--- src/rtl/eoiPkg.sv ---
package eoiPkg;
  localparam int ID_W          = 10;
  localparam int PRIO_W        = 8;
  localparam int ADDR_W        = 16;
  localparam int SPURIOUS_BASE = 1020;
  localparam logic [ADDR_W-1:0] EOI_OFF = 16'h0010;
  localparam logic [ADDR_W-1:0] DIR_OFF = 16'h1000;
  localparam logic [PRIO_W-1:0] IDLE_PRIO = 8'hFF;

  typedef struct packed {
    logic              pop;
    logic              push;
    logic              clr;
    logic [ID_W-1:0]   clrId;
    logic [ID_W-1:0]   pushId;
    logic [PRIO_W-1:0] pushPrio;
    logic              guestErr;
    logic              badOff;
  } dpStrobe_t;
endpackage

--- src/rtl/eoiCtrl.sv ---
module eoiCtrl
  import eoiPkg::*;
#(
  parameter int NUM_IRQ  = 32,
  parameter int REVISION = 2,
  parameter int SECURITY = 1
) (
  input  logic              wrValid,
  input  logic [ADDR_W-1:0] wrAddr,
  input  logic [31:0]       wrData,
  input  logic              wrSecure,
  input  logic              modeSec,
  input  logic              modeNs,
  input  logic [NUM_IRQ-1:0] groupMask,
  input  logic              ackValid,
  input  logic [ID_W-1:0]   ackId,
  input  logic [PRIO_W-1:0] ackPrio,
  input  logic              stackEmpty,
  input  logic              stackFull,
  output dpStrobe_t         strobe
);
  localparam int IDX_W = (NUM_IRQ > 1) ? $clog2(NUM_IRQ) : 1;
  localparam logic [ADDR_W:0] WINDOW = (REVISION == 2) ? 17'h2000 : 17'h100;
  localparam bit HAS_SPLIT = (REVISION == 2);
  localparam bit HAS_SEC   = (SECURITY != 0);

  logic unusedHi;
  assign unusedHi = ^wrData[31:ID_W];

  logic [ID_W-1:0]  wrId;
  logic [IDX_W-1:0] wrIdx;
  logic inWindow, isEoi, isDir, isSpurious, idImpl, idUsable;
  logic nsAccess, splitMode, targetGrp1;
  logic eoiPop, eoiEmptyErr, dirNoSplit, dirClear;
  logic ackIdOk, ackOk, ackRoom;

  assign wrId     = wrData[ID_W-1:0];
  assign wrIdx    = wrId[IDX_W-1:0];
  assign inWindow = {1'b0, wrAddr} < WINDOW;
  assign isEoi    = wrValid && inWindow && (wrAddr == EOI_OFF);
  assign isDir    = wrValid && inWindow && HAS_SPLIT && (wrAddr == DIR_OFF);

  assign isSpurious = 32'(wrId) >= SPURIOUS_BASE;
  assign idImpl     = 32'(wrId) < NUM_IRQ;
  assign idUsable   = idImpl && !isSpurious;

  assign nsAccess   = HAS_SEC && !wrSecure;
  assign splitMode  = HAS_SPLIT && (nsAccess ? modeNs : modeSec);
  assign targetGrp1 = groupMask[wrIdx];

  assign eoiPop      = isEoi && idUsable && !stackEmpty;
  assign eoiEmptyErr = isEoi && idUsable && stackEmpty;
  assign dirNoSplit  = isDir && idUsable && !splitMode;
  assign dirClear    = isDir && idUsable && splitMode && !(nsAccess && !targetGrp1);

  assign ackIdOk = 32'(ackId) < NUM_IRQ;
  assign ackOk   = ackValid && ackIdOk;
  assign ackRoom = !stackFull || eoiPop;

  always_comb begin
    strobe          = '0;
    strobe.pop      = eoiPop;
    strobe.clr      = (eoiPop && !splitMode) || dirClear;
    strobe.clrId    = wrId;
    strobe.push     = ackOk && ackRoom;
    strobe.pushId   = ackId;
    strobe.pushPrio = ackPrio;
    strobe.guestErr = eoiEmptyErr || dirNoSplit || (ackOk && !ackRoom);
    strobe.badOff   = wrValid && !isEoi && !isDir;
  end
endmodule

--- src/rtl/eoiDatapath.sv ---
module eoiDatapath
  import eoiPkg::*;
#(
  parameter int NUM_IRQ = 32,
  parameter int DEPTH   = 8
) (
  input  logic               clk,
  input  logic               rstN,
  input  dpStrobe_t          strobe,
  output logic [NUM_IRQ-1:0] activeBits,
  output logic [PRIO_W-1:0]  runningPrio,
  output logic [$clog2(DEPTH+1)-1:0] stackDepth,
  output logic               stackEmpty,
  output logic               stackFull,
  output logic               guestErr,
  output logic               badOffset
);
  localparam int IDX_W = (NUM_IRQ > 1) ? $clog2(NUM_IRQ) : 1;
  localparam int CNT_W = $clog2(DEPTH+1);

  logic [NUM_IRQ-1:0] activeQ, activeNext;
  logic [PRIO_W-1:0]  prioQ [DEPTH];
  logic [CNT_W-1:0]   cntQ, cntAfterPop, cntNext;
  logic [PRIO_W-1:0]  topPrio;
  logic               errQ, badQ;

  assign cntAfterPop = cntQ - CNT_W'(strobe.pop);
  assign cntNext     = cntAfterPop + CNT_W'(strobe.push);

  always_comb begin
    activeNext = activeQ;
    if (strobe.clr && (32'(strobe.clrId) < NUM_IRQ))
      activeNext[strobe.clrId[IDX_W-1:0]] = 1'b0;
    if (strobe.push && (32'(strobe.pushId) < NUM_IRQ))
      activeNext[strobe.pushId[IDX_W-1:0]] = 1'b1;
  end

  always_comb begin
    topPrio = IDLE_PRIO;
    for (int i = 0; i < DEPTH; i++)
      if (cntQ == CNT_W'(i + 1)) topPrio = prioQ[i];
  end

  generate
    for (genvar g = 0; g < DEPTH; g++) begin : gSlot
      always_ff @(posedge clk) begin
        if (!rstN) prioQ[g] <= IDLE_PRIO;
        else if (strobe.push && (cntAfterPop == CNT_W'(g))) prioQ[g] <= strobe.pushPrio;
      end
    end
  endgenerate

  always_ff @(posedge clk) begin
    if (!rstN) begin
      activeQ <= '0;
      cntQ    <= '0;
      errQ    <= 1'b0;
      badQ    <= 1'b0;
    end else begin
      activeQ <= activeNext;
      cntQ    <= cntNext;
      errQ    <= strobe.guestErr;
      badQ    <= strobe.badOff;
    end
  end

  assign activeBits  = activeQ;
  assign runningPrio = topPrio;
  assign stackDepth  = cntQ;
  assign stackEmpty  = (cntQ == '0);
  assign stackFull   = (cntQ == CNT_W'(DEPTH));
  assign guestErr    = errQ;
  assign badOffset   = badQ;
endmodule

--- src/rtl/splitEoiUnit.sv ---
module splitEoiUnit
  import eoiPkg::*;
#(
  parameter int NUM_IRQ  = 32,
  parameter int REVISION = 2,
  parameter int SECURITY = 1,
  parameter int DEPTH    = 8
) (
  input  logic               clk,
  input  logic               rstN,
  input  logic               wrValid,
  input  logic [ADDR_W-1:0]  wrAddr,
  input  logic [31:0]        wrData,
  input  logic               wrSecure,
  input  logic               modeSec,
  input  logic               modeNs,
  input  logic [NUM_IRQ-1:0] groupMask,
  input  logic               ackValid,
  input  logic [ID_W-1:0]    ackId,
  input  logic [PRIO_W-1:0]  ackPrio,
  output logic [NUM_IRQ-1:0] activeBits,
  output logic [PRIO_W-1:0]  runningPrio,
  output logic [$clog2(DEPTH+1)-1:0] stackDepth,
  output logic               guestErr,
  output logic               badOffset
);
  dpStrobe_t strobe;
  logic stackEmpty, stackFull;

  eoiCtrl #(.NUM_IRQ(NUM_IRQ), .REVISION(REVISION), .SECURITY(SECURITY)) ctrlI (
    .wrValid(wrValid), .wrAddr(wrAddr), .wrData(wrData), .wrSecure(wrSecure),
    .modeSec(modeSec), .modeNs(modeNs), .groupMask(groupMask),
    .ackValid(ackValid), .ackId(ackId), .ackPrio(ackPrio),
    .stackEmpty(stackEmpty), .stackFull(stackFull), .strobe(strobe)
  );

  eoiDatapath #(.NUM_IRQ(NUM_IRQ), .DEPTH(DEPTH)) dpI (
    .clk(clk), .rstN(rstN), .strobe(strobe),
    .activeBits(activeBits), .runningPrio(runningPrio), .stackDepth(stackDepth),
    .stackEmpty(stackEmpty), .stackFull(stackFull),
    .guestErr(guestErr), .badOffset(badOffset)
  );
endmodule

--- config.mk ---
export PLATFORM = sky130hd
export DESIGN_NAME = splitEoiUnit
export DESIGN_NICKNAME = d
export VERILOG_FILES = /design/src/rtl/eoiPkg.sv /design/src/rtl/eoiCtrl.sv /design/src/rtl/eoiDatapath.sv /design/src/rtl/splitEoiUnit.sv
export SDC_FILE = /design/constraint.sdc
export NUM_CORES = 1
export LEC_CHECK = 0
export BUFFER_PORTS_ARGS = -buffer_cell sky130_fd_sc_hd__buf_2
export CAP_MARGIN = 10
export CORE_UTILIZATION = 52
export DETAILED_ROUTE_END_ITERATION = 6
export PLACE_DENSITY = 0.89
export SKIP_LAST_GASP = 1
export SYNTH_ARGS = -nofsm -noshare
export SYNTH_HDL_FRONTEND = slang
export SYNTH_SLANG_ARGS = --single-unit
--- constraint.sdc ---
create_clock -name clk -period 4.5 [get_ports clk]
set_clock_uncertainty 0.1 [all_clocks]
set_input_delay 0.225 -clock clk [delete_from_list [all_inputs] [get_ports clk]]
set_output_delay 0.225 -clock clk [all_outputs]
set_load 0.05 [all_outputs]
==> impl_metrics.json <==
{
  "status": "completed",
  "synth_edf_count": 64,
  "syn_nets": 652,
  "cp-end-kind": "flop",
  "rows": 36,
  "p_leak_nw": 2.05,
  "synth.top_cell.area_share_pct": 36.4,
  "dieHeight_um": 103,
  "path_clk_slew_ps": 90,
  "synthTopCellsByArea": "edfxtp_1, dfxtp_1, nand2_1, mux2i_1, o22ai_1",
  "drc": 0,
  "clkSinkCount": 102,
  "grt_pass1_vias": 4471,
  "grt_pass1_wl_um": 22400,
  "post_cts_buffers": 0,
  "setup-tns-final_ps": 0,
  "period_share_pct": 82.6,
  "cts_tree": "done",
  "initial_utilization_pct": 53.7,
  "wl_um": 14400,
  "peakVddDrop_v": 0.000196,
  "grt_max_degree": 60,
  "syn_area_um2": 5270,
  "antenna_found_initial": 0,
  "nNetsFinal": 760,
  "maxCapViolations": 0,
  "overflow": 0,
  "placed_cell_area_um2": 5950,
  "avgRoutedWirePerCell_um": 18.2,
  "clk_latency_ps": 370,
  "vias_per_cell": 6.11,
  "worstMarginPinSlew_ps": 1100,
  "critical_path_arrival_ps": 3650,
  "ios": 151,
  "async_flop_share_pct": 0,
  "synth-seq-cells": 102,
  "path_max_fanout": 9,
  "finalInstanceArea_um2": 6140,
  "ys_warn_count": 0,
  "grt_usage_pct": 28.3,
  "fmax_mhz": 269,
  "min_period_ps": 3720,
  "finalSetupViolCount": 0,
  "cts_buffer_depth": 2,
  "timing.hold.ws_ps": 147,
  "cts-root-buf": "clkbuf_8",
  "syn_inst": 543,
  "required_ps": 4440,
  "synth_common_cells": "nand2_1, edfxtp_1, dfxtp_1, nor2_1, o22ai_1",
  "dp_hpwl_um": 10200,
  "h-tree-depth": 3,
  "dr_total_vias": 4817,
  "synthFlopType": "edfxtp_1",
  "ys_types": 54,
  "final_hold_viol_count": 0,
  "critPathKind": "in -> reg",
  "dieArea_um2": 10500,
  "coreArea_um2": 9820,
  "maxSlewHeadroom_pct": 26.4,
  "finalMaxSlewViolations": 0,
  "firstDrtPassIters": 5,
  "die_x_um": 103,
  "synth_area_leader_cell": "edfxtp_1",
  "n_fill_cell": 824,
  "drtIter0Drc": 455,
  "antenna_cells": 0,
  "cp-start-kind": "input pin",
  "yosysMostFrequentCell": "nand2_1",
  "p_per_area_nw_per_um2": 273,
  "area_growth_syn_to_layout_pct": 16.4,
  "gp_congestion": 0.926,
  "antenna_left": 0,
  "min-delay-path-class": "in -> reg",
  "ys_seq_area_share_pct": 50.9,
  "rsz0062_at_grt": "no",
  "io_buffer_count": 128,
  "register_area_um2": 2680,
  "drive_gt1_share_pct": 25.2,
  "cts_buffers": 9,
  "synth.avg_cell_area_um2": 9.71,
  "multi_input_area_um2": 2390
}
[metrics by stage]
stage / cells / util (%) / power (W) / setup WS, ps
finish: 789 / 62.5 / 0.00168 / 784
global route: 789 / 62.5 / 0.00172 / 477
CTS: 788 / 62.4 / 0.00167 / 1010
detailed placement: 772 / 60.6 / 0.00116 / 875
global placement: 772 / 60.6 / 0.00115 / 974
floorplan: 543 / - / 0.00110 / 901
[cells in the final DEF (no fill, tap or decap), drive strengths merged, types with 11 or more instances in the layout]
cell	count
buf	134
nand2	115
edfxtp	64
dfxtp	38
nor2	35
nor4	30
o22ai	28
mux2i	26
a21oi	24
nor2b	22
o21ai	11
[sequential cells by signal, indices dropped and copies added (netlist names)]
signal	flops
dpI.activeBits	32
dpI.prioQ	64
dpI.guestErr	1
dpI.badOffset	1
dpI.stackDepth	4
[logic make-up after synthesis]
family                   synth area share [%]
AO/OA/AOI/OAI                            12.5
XOR/XNOR                                0.997
adder cells (fa/ha/maj)                 0.949
buffers and inverters                    3.87
flip-flops                               50.9
multiplexers                             4.94
AND/OR/NAND/NOR                          25.9
[power by group]
part           switching [W]  leakage, nW  total, W  internal (W)
logic              0.0000947         1.22  0.000149     0.0000545
clock network       0.000332       0.0883  0.000539      0.000207
registers        0.000000468        0.740  0.000990      0.000989
total               0.000427         2.05   0.00168       0.00125
[worst paths after layout]
check | from | end | slack [ps] | cells past startpoint
worst max-delay path | wrValid | dpI.prioQ[0][12] | 780 | 12
worst min-delay path | wrAddr[12] | dpI.badOffset | 150 | 3
worst max register to register | dpI.stackDepth[1] | dpI.prioQ[0][12] | 1000 | 9
worst min register to register | dpI.activeBits[10] | dpI.activeBits[10] | 380 | 2
[layout make-up]
cell class,instances,area share [%]
Multi-Input combinational cell,395,38.9
Timing Repair Buffer,135,11.3
Sequential cell,102,43.7
Clock inverter,7,0.897
Tap cell,133,2.71
Inverter,8,0.489
Clock buffer,9,2.02
[metal layers]
| metal | track usage, % | vias up | part of all wire (%) |
|---|---|---|---|
| met5 | 0 | - | 0 |
| met2 | 47.1 | 308 | 49 |
| met1 | 36.5 | 2258 | 39 |
| li1 | - | 2205 | - |
| met4 | 11.0 | 0 | 2.7 |
| met3 | 5.56 | 46 | 9.6 |
[worst max-delay path, stage by stage]
cell           delay [ps]
dlygate4sd3_1         530
buf_2                 110
nor4b_1               220
nand4_1               310
or2_2                 400
nor2_1                110
ha_1                  180
nand2_1                70
xor2_1                340
nand3_2               240
nor4_4                480
nand2b_1              420
[repair_timing]
action	in CTS	in global routing
endpoints found under the hold margin	0	1
endpoints found under the setup margin	0	0
hold buffers	0	1
resized for setup	0	0
(Power assumes the default switching activity.)
